## config.mk

```make
export PLATFORM = sky130hd
export DESIGN_NAME = ecp_turnaround
export DESIGN_NICKNAME = d
export VERILOG_FILES = /design/src/rtl/ecp_turnaround_pkg.sv /design/src/rtl/tat_sync.sv /design/src/rtl/tat_timer.sv /design/src/rtl/ecp_turnaround.sv
export SDC_FILE = /design/constraint.sdc
export NUM_CORES = 1
export LEC_CHECK = 0
export BUFFER_PORTS_ARGS = -buffer_cell sky130_fd_sc_hd__buf_2
export CORE_ASPECT_RATIO = 0.5
export CORE_MARGIN = 2
export CORE_UTILIZATION = 30
export CTS_CLUSTER_DIAMETER = 150
export DETAILED_ROUTE_END_ITERATION = 10
export PLACE_DENSITY = 0.46
export SLEW_MARGIN = 20
export SYNTH_ARGS = -nofsm -noshare
export SYNTH_HDL_FRONTEND = slang
export SYNTH_SLANG_ARGS = --single-unit
```

## constraint.sdc

```tcl
create_clock -name clk -period 3 [get_ports clk]
set_input_delay 0.45 -clock clk [delete_from_list [all_inputs] [get_ports clk]]
set_output_delay 0.45 -clock clk [all_outputs]
set_load 0.005 [all_outputs]
```

## src/rtl/ecp_turnaround_pkg.sv

```systemverilog
package ecp_turnaround_pkg;
  typedef enum logic [1:0] {
    PH_FWD = 2'b00,
    PH_REV = 2'b01,
    PH_UNK = 2'b10
  } phase_t;

  typedef enum logic [2:0] {
    ST_IDLE,
    ST_SETTLE,
    ST_WAIT,
    ST_RECHECK,
    ST_BUSRST
  } tat_state_t;
endpackage

```

## src/rtl/tat_sync.sv

```systemverilog
module tat_sync #(
  parameter int STAGES = 2,
  parameter bit INIT   = 1'b1
) (
  input  logic clk,
  input  logic rst,
  input  logic d,
  output logic q
);
  logic [STAGES-1:0] chain;

  generate
    for (genvar i = 0; i < STAGES; i++) begin : g_stage
      always_ff @(posedge clk) begin
        if (rst) chain[i] <= INIT;
        else if (i == 0) chain[i] <= d;
        else chain[i] <= chain[(i == 0) ? 0 : i-1];
      end
    end
  endgenerate

  assign q = chain[STAGES-1];
endmodule

```

## src/rtl/tat_timer.sv

```systemverilog
module tat_timer #(
  parameter int W = 16
) (
  input  logic         clk,
  input  logic         rst,
  input  logic         load,
  input  logic [W-1:0] val,
  output logic         zero
);
  logic [W-1:0] cnt;

  always_ff @(posedge clk) begin
    if (rst)             cnt <= '0;
    else if (load)       cnt <= val;
    else if (cnt != '0)  cnt <= cnt - 1'b1;
  end

  assign zero = (cnt == '0);
endmodule

```

## src/rtl/ecp_turnaround.sv

```systemverilog
module ecp_turnaround
  import ecp_turnaround_pkg::*;
#(
  parameter longint CLK_HZ       = 100_000_000,
  parameter int     SETTLE_NS    = 1000,
  parameter int     WAIT_US      = 35_000,
  parameter bit     BUS_RESET_EN = 1'b1,
  parameter int     BUSRST_CYC   = 16,
  parameter int     SYNC_STAGES  = 2,
  parameter int     EXT_W        = 8
) (
  input  logic             clk,
  input  logic             rst,
  input  logic             req_rev,
  input  logic             req_fwd,
  input  logic             perr_in,
  input  logic [EXT_W-1:0] ext_mode_i,
  output logic             autofeed_o,
  output logic             ninit_o,
  output logic             busy_o,
  output logic             done_o,
  output logic             err_o,
  output logic             bus_rst_o,
  output logic [1:0]       phase_o,
  output logic             ext_restore_o,
  output logic [EXT_W-1:0] ext_mode_o
);
  localparam longint SETTLE_RAW = (CLK_HZ * SETTLE_NS) / 64'd1_000_000_000;
  localparam longint SETTLE_CYC = (SETTLE_RAW < 1) ? 1 : SETTLE_RAW;
  localparam longint WAIT_RAW   = (CLK_HZ / 64'd1_000_000) * WAIT_US;
  localparam longint WAIT_CYC   = (WAIT_RAW < 1) ? 1 : WAIT_RAW;
  localparam longint BR_CYC     = (BUSRST_CYC < 1) ? 1 : BUSRST_CYC;
  localparam longint MAX_A      = (SETTLE_CYC > WAIT_CYC) ? SETTLE_CYC : WAIT_CYC;
  localparam longint MAX_CYC    = (MAX_A > BR_CYC) ? MAX_A : BR_CYC;
  localparam int     CNT_W      = $clog2(MAX_CYC + 1);

  tat_state_t       st;
  phase_t           phase;
  logic             dir_rev;
  logic [EXT_W-1:0] saved;
  logic             perr_s;
  logic             tmr_load;
  logic [CNT_W-1:0] tmr_val;
  logic             tmr_zero;
  logic             acc_rev, acc_fwd, level_ok, ok_now, fail_now;

  tat_sync #(.STAGES(SYNC_STAGES), .INIT(1'b1)) u_sync (
    .clk(clk), .rst(rst), .d(perr_in), .q(perr_s)
  );

  tat_timer #(.W(CNT_W)) u_timer (
    .clk(clk), .rst(rst), .load(tmr_load), .val(tmr_val), .zero(tmr_zero)
  );

  always_comb begin
    acc_rev  = (st == ST_IDLE) && req_rev && (phase != PH_REV);
    acc_fwd  = (st == ST_IDLE) && !acc_rev && req_fwd && (phase != PH_FWD);
    level_ok = (perr_s == !dir_rev);
    ok_now   = ((st == ST_WAIT) || (st == ST_RECHECK)) && level_ok;
    fail_now = (st == ST_RECHECK) && !level_ok;
    tmr_load = 1'b0;
    tmr_val  = '0;
    if (acc_rev) begin
      tmr_load = 1'b1;
      tmr_val  = CNT_W'(SETTLE_CYC - 1);
    end else if (acc_fwd || ((st == ST_SETTLE) && tmr_zero)) begin
      tmr_load = 1'b1;
      tmr_val  = CNT_W'(WAIT_CYC - 1);
    end else if (fail_now) begin
      tmr_load = 1'b1;
      tmr_val  = CNT_W'(BR_CYC - 1);
    end
  end

  always_ff @(posedge clk) begin
    if (rst) begin
      st            <= ST_IDLE;
      phase         <= PH_FWD;
      dir_rev       <= 1'b0;
      saved         <= '0;
      autofeed_o    <= 1'b0;
      ninit_o       <= 1'b1;
      busy_o        <= 1'b0;
      done_o        <= 1'b0;
      err_o         <= 1'b0;
      bus_rst_o     <= 1'b0;
      ext_restore_o <= 1'b0;
      ext_mode_o    <= '0;
    end else begin
      done_o        <= 1'b0;
      err_o         <= 1'b0;
      ext_restore_o <= 1'b0;
      if (acc_rev) begin
        st         <= ST_SETTLE;
        dir_rev    <= 1'b1;
        autofeed_o <= 1'b1;
        busy_o     <= 1'b1;
        saved      <= ext_mode_i;
      end else if (acc_fwd) begin
        st         <= ST_WAIT;
        dir_rev    <= 1'b0;
        autofeed_o <= 1'b0;
        ninit_o    <= 1'b1;
        busy_o     <= 1'b1;
        saved      <= ext_mode_i;
      end
      if ((st == ST_SETTLE) && tmr_zero) begin
        ninit_o <= 1'b0;
        st      <= ST_WAIT;
      end
      if ((st == ST_WAIT) && !level_ok && tmr_zero) st <= ST_RECHECK;
      if (ok_now) begin
        st            <= ST_IDLE;
        busy_o        <= 1'b0;
        done_o        <= 1'b1;
        ext_restore_o <= 1'b1;
        ext_mode_o    <= saved;
        phase         <= dir_rev ? PH_REV : PH_FWD;
      end
      if (fail_now) begin
        err_o         <= 1'b1;
        ext_restore_o <= 1'b1;
        ext_mode_o    <= saved;
        phase         <= PH_UNK;
        if (BUS_RESET_EN) begin
          bus_rst_o <= 1'b1;
          st        <= ST_BUSRST;
        end else begin
          busy_o <= 1'b0;
          st     <= ST_IDLE;
        end
      end
      if ((st == ST_BUSRST) && tmr_zero) begin
        bus_rst_o <= 1'b0;
        busy_o    <= 1'b0;
        st        <= ST_IDLE;
      end
    end
  end

  assign phase_o = phase;
endmodule

```

# == Yosys cells after proc, flatten, opt, wreduce, memory -nomap -nowiden ==
# Index checks and enable logic that the tools add are counted.
# totals
inputBits,13
mem_count,0
latchBits,0
romBits,0
ramBits,0
output_inout_bits,17
register_bits,52
# op_classes
n_lt_le_gt_ge,0
eq_ne,7
bitwise,0
shifts,0
n_reduce_logical,31
add_sub_neg,1
multipliers,0
n_div,0
n_mux,29
# op_table
op,count
two-way mux 22 bit,4
two-way mux 8 bit,4
zero test 22 bit,1
nonzero test 22 bit,1
"subtractor 22 x 1 -> 22 bit, second input constant",1
two-way mux 3 bit,6
two-way mux 1 bit,12
logical AND 1 bit,11
nonzero test 2 bit,5
"equality test 3 x 2 -> 1 bit, second input constant",2
nonzero test 6 bit,1
two-way mux 2 bit,2
two-way mux 4 bit,1
"!= test 2 x 1 -> 1 bit, second input constant",2
nonzero test 4 bit,1
OR reduction 2 bit,2
OR reduction 4 bit,1
"equality test 3 x 1 -> 1 bit, second input constant",1
"equality test 3 bit, second input constant",1
zero test 1 bit,3
zero test 3 bit,1
OR reduction 3 bit,1
logical OR 1 bit,2
AND reduction 2 bit,1
equality test 1 bit,1

# == Depth between registers and ports, before layout ==
# Gate-level depths: netlist of run 1.
# depth
word_depth,13
ltp_mapped,8
mapped_depth_nobuf,7

# == Hierarchy ==
# From an unflattened synthesis of run 1, not the netlist that was laid out.
# unflattened
cells_unflattened,285
hier_area_um2,2432.3
# by_module_without_submodules
mod,seq_area_each_um2,area_per_inst_um2,cells_each,n_inst
tat_timer,440.4,1212.4,146,1
ecp_turnaround,560.5,1167.4,135,1
tat_sync,40.0,52.6,4,1

# == Worst setup path after synthesis of run 1 ==
# Ideal clock, no wire load.
# synth_path
kind,reg2reg
start,register u_timer.cnt[0]
end,register u_timer.cnt[17]
n_path_buf,0
setup_ns,0.072
synth_period_minus_slack_ns,2.158
arrival_ns,2.086
slack_ns,0.842
path_stages_with_launch,8
path_cell_list,dfxtp_1 -> inv_1 -> ha_1 -> nor3b_1 -> nand4_2 -> or3_4 -> o31ai_1 -> mux2i_1
# synth_via
elab_chain_cells,6
word_cells_on_any_way,10
# synth_rtl
element,line,rtl
"start, declared",tat_timer.sv:10,logic [W-1:0] cnt;
"start signal, assigned",tat_timer.sv:14,else if (load) cnt <= val;
"start signal, assigned",tat_timer.sv:15,else if (cnt != '0) cnt <= cnt - 1'b1;
branches (longest 6 deep; another with subtractor 22 x 1 -> 22 bit),n/a,
# Several ways; the timed one is not identified. The select of a mux whose other input is x is not followed.
# A chain may end at the register's enable or synchronous reset.

# == Worst setup path in the final report of run 1 ==
# Same ends and word-level chain as after synthesis.

==> results of run 1 <==
## synthesized netlist by cell type, drive strengths merged (7+ instances only)
library cell	count	area, sq um
nor2	22	82.58
nand2	23	86.33
o21ai	7	35.03
clkbuf	8	30.03
nand3	14	70.07
nor3	10	60.06
a21oi	32	160.2
xnor2	8	70.07
mux2i	9	90.09
dfxtp	52	1041
## sequential cells by signal (all words and copies together) (netlist names), 2 cells and up
register	flops
u_timer.cnt	22
ext_mode_o	8
saved	8
st	3
phase_o	2
## worst min-delay path by stage
stage	from	end	slack, ns	cells after the start
final	perr_in	u_sync.chain[0]	0.34	2
after global routing	perr_in	u_sync.chain[0]	0.35	2
after CTS	perr_in	u_sync.chain[0]	0.34	2
after detailed placement	u_sync.chain[0]	u_sync.q	0.39	1
after global placement	u_sync.chain[0]	u_sync.q	0.39	1
after floorplan	u_sync.chain[0]	u_sync.q	0.39	1
## final cells by class
class	instances	area [sq um]	area share, %
clock buffer	6	128.9	4.723
clock inverter	2	16.27	0.5961
inverter	3	11.26	0.4127
multi-input combinational	194	1214	44.47
sequential	52	1041	38.15
tap	96	120.1	4.402
timing repair buffer	36	197.7	7.244
## routing by layer
metal	vias to the layer above	wire length, microns
met2	41	2473
li1	1018	-
met3	4	194
met4	0	49
met1	961	2987
met5	-	0
## power breakdown
| part | total [mW] | leakage [nW] | switching [mW] | internal [mW] |
|---|---|---|---|---|
| clock network | 0.573 | 0.0671 | 0.262 | 0.312 |
| logic | 1.30 | 0.663 | 0.713 | 0.590 |
| registers | 1.03 | 0.424 | 0.176 | 0.851 |
## kinds of logic (layout without fill, tap and decap cells)
logic type / Yosys count / count (layout) / synth area share [%]
multiplexers: 10 / 10 / 4.553
adder cells (fa/ha/maj): 1 / 1 / 0.5419
XOR/XNOR: 12 / 12 / 4.553
buffers and inverters: 14 / 47 / 2.331
AND/OR/NAND/NOR: 103 / 103 / 24.66
AO/OA/AOI/OAI: 68 / 68 / 18.27
flip-flops: 52 / 52 / 45.09
## worst register-to-register path: cells and delay by family (launching register included)
| family | cells | cell delay, ns |
|---|---|---|
| compound gates | 1 | 0.31 |
| fa+ha+maj | 1 | 0.21 |
| buf+inv | 1 | 0.10 |
| flops | 1 | 0.34 |
| mux | 1 | 0.22 |
| simple gates | 3 | 1.27 |
==> reports/metrics.yaml, run 1 <==
hold_path:
  hp-class: "in2reg"
finish:
  layout_commonest_cell: "dfxtp_1"
  n_fill_cell: 762
  fin_util_pct: 36.85
  synthToLayoutAreaGrowth_pct: 18.21
  design_area_sq_um: 2729
  final_cells: 389
  num_antenna_cells: 0
  post_route_cells_drive_above_1_share_pct: 19.80
  final_cell_mix: "dfxtp_1, a21oi_1, buf_2, nand2_1, nor2_1"
  fin_nets: 306
placed_design:
  dp.cells: 381
  placed_area_sq_um: 2584
  place_congestion: 0.7606
  pre_cts_slack_ns: 0.5504
  hpwl_microns: 3972
  io_buffers: 29
clock_network:
  clk_pin_slew_worst_paths_ns: 0.07
  cts_max_level: 2
  cts_root_buffer: "clkbuf_16"
  clock_path_buffers: 2
  cts-resized-gates: 0
  cts_hold_buf: 0
  clkLatencyLatePin_ns: 0.29
  numCtsBuffers: 5
  clock_sinks: 52
  post_cts_buffers: 0
  cts_tree: "done"
die:
  core_sq_um: 7405
  die_w_microns: 128.1
  start_util_pct: 31.18
  dieArea_sq_um: 8455
  std_cell_rows: 22
  dieHeight_microns: 66.03
  ios: 30
critical_path:
  crit_path_start: "u_timer.cnt[0]"
  cp_top_family: "simple AND/OR/NAND/NOR gates"
  max_stage_delay_ns: 0.49
  cp.required_ns: 3.22
  rrSetupSlack_ns: 0.49
  r2r-end: "u_timer.cnt[17]"
  cp_max_fo: 8
  r2r_cells: 7
  path_buf_inv: 1
  cp.depth: 7
  worstPathArrival_ns: 2.73
  rr_startpoint: "u_timer.cnt[0]"
  critPathCaptureType: "flip-flop"
  crit_type: "reg2reg"
  crit_path_start_kind: "flip-flop"
  cp_slowest_cell: "or3_4"
  critical_path.endpoint: "u_timer.cnt[17]"
  crit_chain: "inv_1 -> ha_1 -> nor3b_1 -> nand4_2 -> or3_4 -> o31ai_1 -> mux2i_1"
synth:
  avgSynthCellArea_sq_um: 8.879
  yosysSeqAreaShare_pct: 45.09
  netlist_area_sq_um: 2308
  async_reset_ff_share_pct: 0
  syn-num-nets: 274
  yosys_register_bits: 52
  netlist_instances: 260
  synth.distinct_cells: 46
  yosys_warnings: 0
  synth-main-ff-cell: "dfxtp_1"
  synth_edf_count: 0
global_routing:
  grt_pass1_vias: 1982
  met3_usage_pct: 3.317
  antenna_found_initial: 0
  grt_util_met2_pct: 23.93
  grt_start_max_net_pins: 34
  grtUsageTotal_pct: 14.72
  grt_pass1_wl_microns: 9818
  overflow: 0
  grt_busiest_layer: "met2"
  use_met1_pct: 19.79
routing:
  dr.first_iter.drc_count: 126
  dr.pass1.iters: 4
  wl_per_cell_microns: 14.67
  via_per_inst: 5.203
  drc: 0
  vias: 2024
  antenna_left: 0
  wl_microns: 5705
timing:
  fmax_mhz: 398.6
  period_share_pct: 83.63
  finClkSkew_ns: 0.007125
  period_needed_ns: 2.509
  final-hold-violation-count: 0
  maxSlewHeadroom_pct: 58.38
  setup_viol: 0
  setup-tns-final_ns: 0
  rsz0062_at_grt: "no"
  worst_pin_slew_ns: 0.6220
  maxSlewViolCount: 0
  hold-worst-slack_ns: 0.3396
  worst_slack_ns: 0.4910
pwr:
  leakage_nw: 1.155
  powerDensity_nw_per_um2: 1064
  p_total_mw: 2.903
  ir_worst_vdd_mv: 0.3118
flow_run:
  drv_cap: 0
outcome:
  outcome: "complete, no violations"
No activity file was read; power rests on OpenSTA's default activity.
==> run 2, diff against run 1 <==
--- a/config.mk
+++ b/config.mk
@@ -11,7 +11,7 @@
 export CORE_UTILIZATION = 30
 export CTS_CLUSTER_DIAMETER = 150
 export DETAILED_ROUTE_END_ITERATION = 10
-export PLACE_DENSITY = 0.46
+export PLACE_DENSITY = 0.48
 export SLEW_MARGIN = 20
 export SYNTH_ARGS = -nofsm -noshare
 export SYNTH_HDL_FRONTEND = slang
==> constraint.sdc (replaced) <==
create_clock -name clk -period 2.1 [get_ports clk]
set_input_delay 0.315 -clock clk [delete_from_list [all_inputs] [get_ports clk]]
set_output_delay 0.315 -clock clk [all_outputs]
set_load 0.005 [all_outputs]
==> run 2 against run 1 <==
Net effect: fmax increased by 17%; flip-flop and latch count did not move; critical path type unchanged; highest routed layer unchanged; combinational power is 58% higher; clock power is 63% higher; the run now ends with negative setup slack left; critical endpoint is now u_timer.cnt[1]; cell count is 7.7% higher; sequential power is 32% higher.
==> reports/metrics.yaml, run 2 (synthesis gave the netlist of run 1 again) <==
outcome:
  outcome: "complete, but fails checks"
  violations: "negative setup slack"
timing:
  hold-worst-slack_ns: 0.2065
  setup_viol: 2
  rsz0062_at_grt: "yes"
  maxSlewHeadroom_pct: 29.04
  period_share_pct: 102.1
  maxSlewViolCount: 0
  fmax_mhz: 466.4
  worst_slack_ns: -0.04410
  finClkSkew_ns: 0.005874
  period_needed_ns: 2.144
  final-hold-violation-count: 0
  worst_pin_slew_ns: 1.057
hold_path:
  hp-class: "in2reg"
  holdPathStages: 2
global_routing:
  overflow: 0
  antenna_found_initial: 0
  grtUsageTotal_pct: 14.91
  grt_pass1_wl_microns: 9977
  grt_start_max_net_pins: 34
  grt_pass1_vias: 1961
die:
  core_sq_um: 7405
  die_w_microns: 128.1
  ios: 30
  dieHeight_microns: 66.03
  std_cell_rows: 22
  dieArea_sq_um: 8455
  start_util_pct: 31.18
routing:
  via_per_inst: 4.974
  dr.first_iter.drc_count: 105
  vias: 2084
  wl_microns: 6036
  drc: 0
  wl_per_cell_microns: 14.41
  antenna_left: 0
  dr.pass1.iters: 4
clock_network:
  clock_sinks: 52
  cts_hold_buf: 0
  cts_root_buffer: "clkbuf_16"
  clkLatencyLatePin_ns: 0.29
  cts_tree: "done"
  clk_pin_slew_worst_paths_ns: 0.07
  clock_path_buffers: 2
  cts_max_level: 2
  numCtsBuffers: 5
critical_path:
  crit_path_start_kind: "flip-flop"
  rrSetupSlack_ns: -0.04
  cp.required_ns: 2.32
  r2r_cells: 5
  worstPathArrival_ns: 2.36
  cp_max_fo: 5
  crit_type: "reg2reg"
  critPathCaptureType: "flip-flop"
pwr:
  clkPwrFrac_pct: 21.5
  powerDensity_nw_per_um2: 1439
  p_sw_share_pct: 36.14
  comb_power_share_pct: 47.2
  ir_worst_vdd_mv: 0.4665
  p_sw_mw: 1.574
  seq_power_share_pct: 31.3
  p_total_mw: 4.354
  leakage_nw: 1.329
  power.internal_mw: 2.781
finish:
  multi_input_area_sq_um: 1245
  final_cell_mix: "dfxtp_1, buf_4, a21oi_1, buf_2, nand2_1"
  num_antenna_cells: 0
  seq_area_sq_um: 1042
  largest_reg_flops: 22
  post_route_cells_drive_above_1_share_pct: 28.48
  fin_nets: 336
  synthToLayoutAreaGrowth_pct: 31.06
  reg_top3: "u_timer.cnt x22, ext_mode_o x8, saved x8"
  layout_commonest_cell: "dfxtp_1"
  largest-register: "u_timer.cnt"
  n_fill_cell: 743
placed_design:
  hpwl_microns: 4287
  place_congestion: 0.8106
  io_buffers: 29
flow_run:
  drv_cap: 0
run 2: final cells by class:
type	count	area share, %
tap	96	3.970
clock buffer	6	4.260
multi-input combinational	194	41.15
sequential	52	34.45
clock inverter	2	1.282
timing repair buffer	66	14.52
inverter	3	0.3722
run 2: per-layer routing:
metal  routed length (microns)  track usage (%)
met4                        38            4.258
met5                         0                0
met1                      3140            21.18
met3                       139            2.832
met2                      2717            23.06
run 2: worst paths after layout:
kind | end | startpoint
max | u_timer.cnt[1] | u_timer.cnt[18]
min | u_sync.chain[0] | perr_in
max reg2reg | u_timer.cnt[1] | u_timer.cnt[18]
min reg2reg | u_sync.q | u_sync.chain[0]
run 2: power by group through the flow:
stage	registers [mW]	clock network (mW)	logic [mW]
floorplan	1.35	0	1.26
global placement	1.37	0	1.93
detailed placement	1.37	0	1.95
CTS	1.35	0.960	1.99
global route	1.39	1.03	2.26
finish	1.36	0.934	2.06
run 2: worst max-delay path, cell delays in order, from the launching register on:
cell     delay, ns
dfxtp_1       0.31
or4_4         0.53
or3_4         0.37
or3_4         0.40
mux2_4        0.31
a31oi_1       0.16
run 2: timing repair:
action | 4_1_cts | 5_1_grt
pin swaps | 1 | 0
setup buffers | 1 | 1
gates resized for setup | 1 | 3
hold endpoints to repair | 0 | 0
setup endpoints to repair | 3 | 25
run 2: per-stage QoR:
step | area, sq um | util, % | TNS, ns | setup slack (ns) | cells
4_1_cts | 2997 | 40.47 | -0.09160 | -0.04765 | 418
3_3_place_gp | 2818 | 38.05 | -0.05011 | -0.03793 | 409
3_5_place_dp | 2818 | 38.05 | -0.08619 | -0.05316 | 409
5_1_grt | 3025 | 40.86 | -1.139 | -0.1065 | 419
6_report | 3025 | 40.86 | -0.07662 | -0.04410 | 419
2_1_floorplan | 2320 | - | 0 | 0.005099 | 260
==> run 3, diff against run 2 <==
--- a/config.mk
+++ b/config.mk
@@ -8,10 +8,10 @@
 export BUFFER_PORTS_ARGS = -buffer_cell sky130_fd_sc_hd__buf_2
 export CORE_ASPECT_RATIO = 0.5
 export CORE_MARGIN = 2
-export CORE_UTILIZATION = 30
+export CORE_UTILIZATION = 51
 export CTS_CLUSTER_DIAMETER = 150
 export DETAILED_ROUTE_END_ITERATION = 10
-export PLACE_DENSITY = 0.48
+export PLACE_DENSITY = 0.74
 export SLEW_MARGIN = 20
 export SYNTH_ARGS = -nofsm -noshare
 export SYNTH_HDL_FRONTEND = slang
==> run 3 against run 2 <==
Net effect: the flow still finishes with violations (negative setup slack); setup slack worse by 0.027 ns; cell count decreased by 9.8%; die area down 40%; global-route usage rose by 8.1 points; total power is 4.2% lower; non-clock buffer count shrank 2; combinational power increased by 7%; critical path depth rose by 2; flip-flop and latch count did not move; largest cell class unchanged.
==> reports/metrics.yaml, run 3 (synthesis gave the netlist of run 1 again) <==
outcome:
  outcome: "complete, but fails checks"
  violations: "negative setup slack"
critical_path:
  max_stage_delay_ns: 0.53
  r2r-end: "u_timer.cnt[0]"
  r2r_cells: 7
  crit_path_start_kind: "flip-flop"
  critPathCaptureType: "flip-flop"
  crit_path_start: "u_timer.cnt[18]"
  crit_type: "reg2reg"
  rr_startpoint: "u_timer.cnt[18]"
  critical_path.endpoint: "u_timer.cnt[0]"
  path_common_cell: "buf_4"
  cp_max_fo: 4
  rrSetupSlack_ns: -0.07
  crit_chain: "or4_4 -> or3_4 -> buf_4 -> nor3_4 -> buf_4 -> xnor2_1 -> a31oi_1"
  cp.required_ns: 2.28
  cp_slowest_cell: "or4_4"
  worstPathArrival_ns: 2.35
die:
  die_w_microns: 99.15
  start_util_pct: 52.68
  dieHeight_microns: 51.58
  std_cell_rows: 17
  dieArea_sq_um: 5113
  core_sq_um: 4382
  ios: 30
routing:
  dr.pass1.iters: 4
  via_per_inst: 5.664
  wl_per_cell_microns: 15.06
  antenna_left: 0
  dr.first_iter.drc_count: 178
  drc: 0
  vias: 2141
  wl_microns: 5692
clock_network:
  clock_path_buffers: 2
  clk_pin_slew_worst_paths_ns: 0.10
  cts_root_buffer: "clkbuf_8"
  cts_max_level: 2
  clock_sinks: 52
  numCtsBuffers: 5
  cts_tree: "done"
  clkLatencyLatePin_ns: 0.32
finish:
  num_antenna_cells: 0
  reg_top3: "u_timer.cnt x22, ext_mode_o x8, saved x8"
  final_cells: 378
  largest-register: "u_timer.cnt"
  fin_nets: 334
  layout_commonest_cell: "dfxtp_1"
  synthToLayoutAreaGrowth_pct: 27.91
  post_route_cells_drive_above_1_share_pct: 31.78
  largest_reg_flops: 22
  final_cell_mix: "dfxtp_1, buf_4, buf_2, a21oi_1, nand2_1"
timing:
  maxSlewHeadroom_pct: 58.78
  rsz0062_at_grt: "yes"
  maxSlewViolCount: 0
  worst_slack_ns: -0.07076
  setup_viol: 21
  period_needed_ns: 2.171
  finClkSkew_ns: 0.009343
  hold-worst-slack_ns: 0.1741
  fmax_mhz: 460.7
  worst_pin_slew_ns: 0.6183
  final-hold-violation-count: 0
  period_share_pct: 103.4
pwr:
  clkPwrFrac_pct: 14.5
  comb_power_share_pct: 52.6
  p_sw_mw: 1.661
  p_total_mw: 4.171
  ir_worst_vdd_mv: 0.7018
  leakage_nw: 1.293
  powerDensity_nw_per_um2: 1413
  power.internal_mw: 2.511
  p_sw_share_pct: 39.81
  seq_power_share_pct: 32.9
hold_path:
  hp-class: "in2reg"
global_routing:
  grt_start_max_net_pins: 34
  grt_pass1_vias: 1981
  grtUsageTotal_pct: 22.98
  grt_pass1_wl_microns: 9232
  antenna_found_initial: 0
  overflow: 0
placed_design:
  dp.cells: 366
  place_congestion: 0.8854
  io_buffers: 29
  hpwl_microns: 3923
  pre_cts_slack_ns: -0.06513
flow_run:
  drv_cap: 0
## run 3: per-layer routing
metal  wire length (microns)  vias to the layer above  track usage [%]
met5                       0                        -                0
met4                      38                        0            5.251
met3                     220                        4            4.435
met2                    2674                       44            38.85
met1                    2757                     1021            31.03
li1                        -                     1072                -
## run 3: worst min-delay path by stage
stage	endpoint	depth (start not counted)	start	slack, ns
4_1_cts	u_sync.chain[0]	2	perr_in	0.18
2_1_floorplan	u_sync.q	1	u_sync.chain[0]	0.39
3_3_place_gp	u_sync.q	1	u_sync.chain[0]	0.39
3_5_place_dp	u_sync.q	1	u_sync.chain[0]	0.40
6_report	u_sync.chain[0]	2	perr_in	0.17
5_1_grt	u_sync.chain[0]	2	perr_in	0.18
## run 3: worst max-delay path, delay by kind of cell, from the launching register on
kind,cells,cell delay [ns]
compound gates,1,0.10
simple gates,3,1.15
flops,1,0.34
buf+inv,2,0.34
xor+xnor,1,0.11
## run 3: metrics by stage
step	setup TNS [ns]	instance area [sq um]	utilization, %
after floorplan	0	2320	-
after global placement	-0.006833	2726	62.22
after detailed placement	-0.09400	2726	62.22
after CTS	-0.3012	2841	64.85
after global routing	-1.560	2953	67.39
final	-0.6990	2953	67.39
## run 3: power groups by stage
stage	clock network (mW)	registers, mW	logic (mW)
global route	0.646	1.40	2.39
floorplan	0	1.35	1.26
finish	0.604	1.37	2.20
detailed placement	0	1.38	1.87
CTS	0.602	1.36	1.96
global placement	0	1.36	1.83
## run 3: layout make-up
| class | instances | area, sq um |
|---|---|---|
| fillers | 353 | 1429 |
| well taps | 57 | 71.32 |
| clock inverters | 3 | 22.52 |
| inverters | 3 | 11.26 |
| multi-input cells | 194 | 1309 |
| clock buffers | 5 | 68.82 |
| repair buffers | 64 | 426.7 |
| flip-flops and latches | 52 | 1044 |
## run 3: what timing repair did
action	4_1_cts	5_1_grt
hold buffers	0	0
endpoints found under the hold margin	0	0
endpoints found under the setup margin	2	23
pin swaps	0	6
buffers inserted	2	2
gates resized for setup	1	21
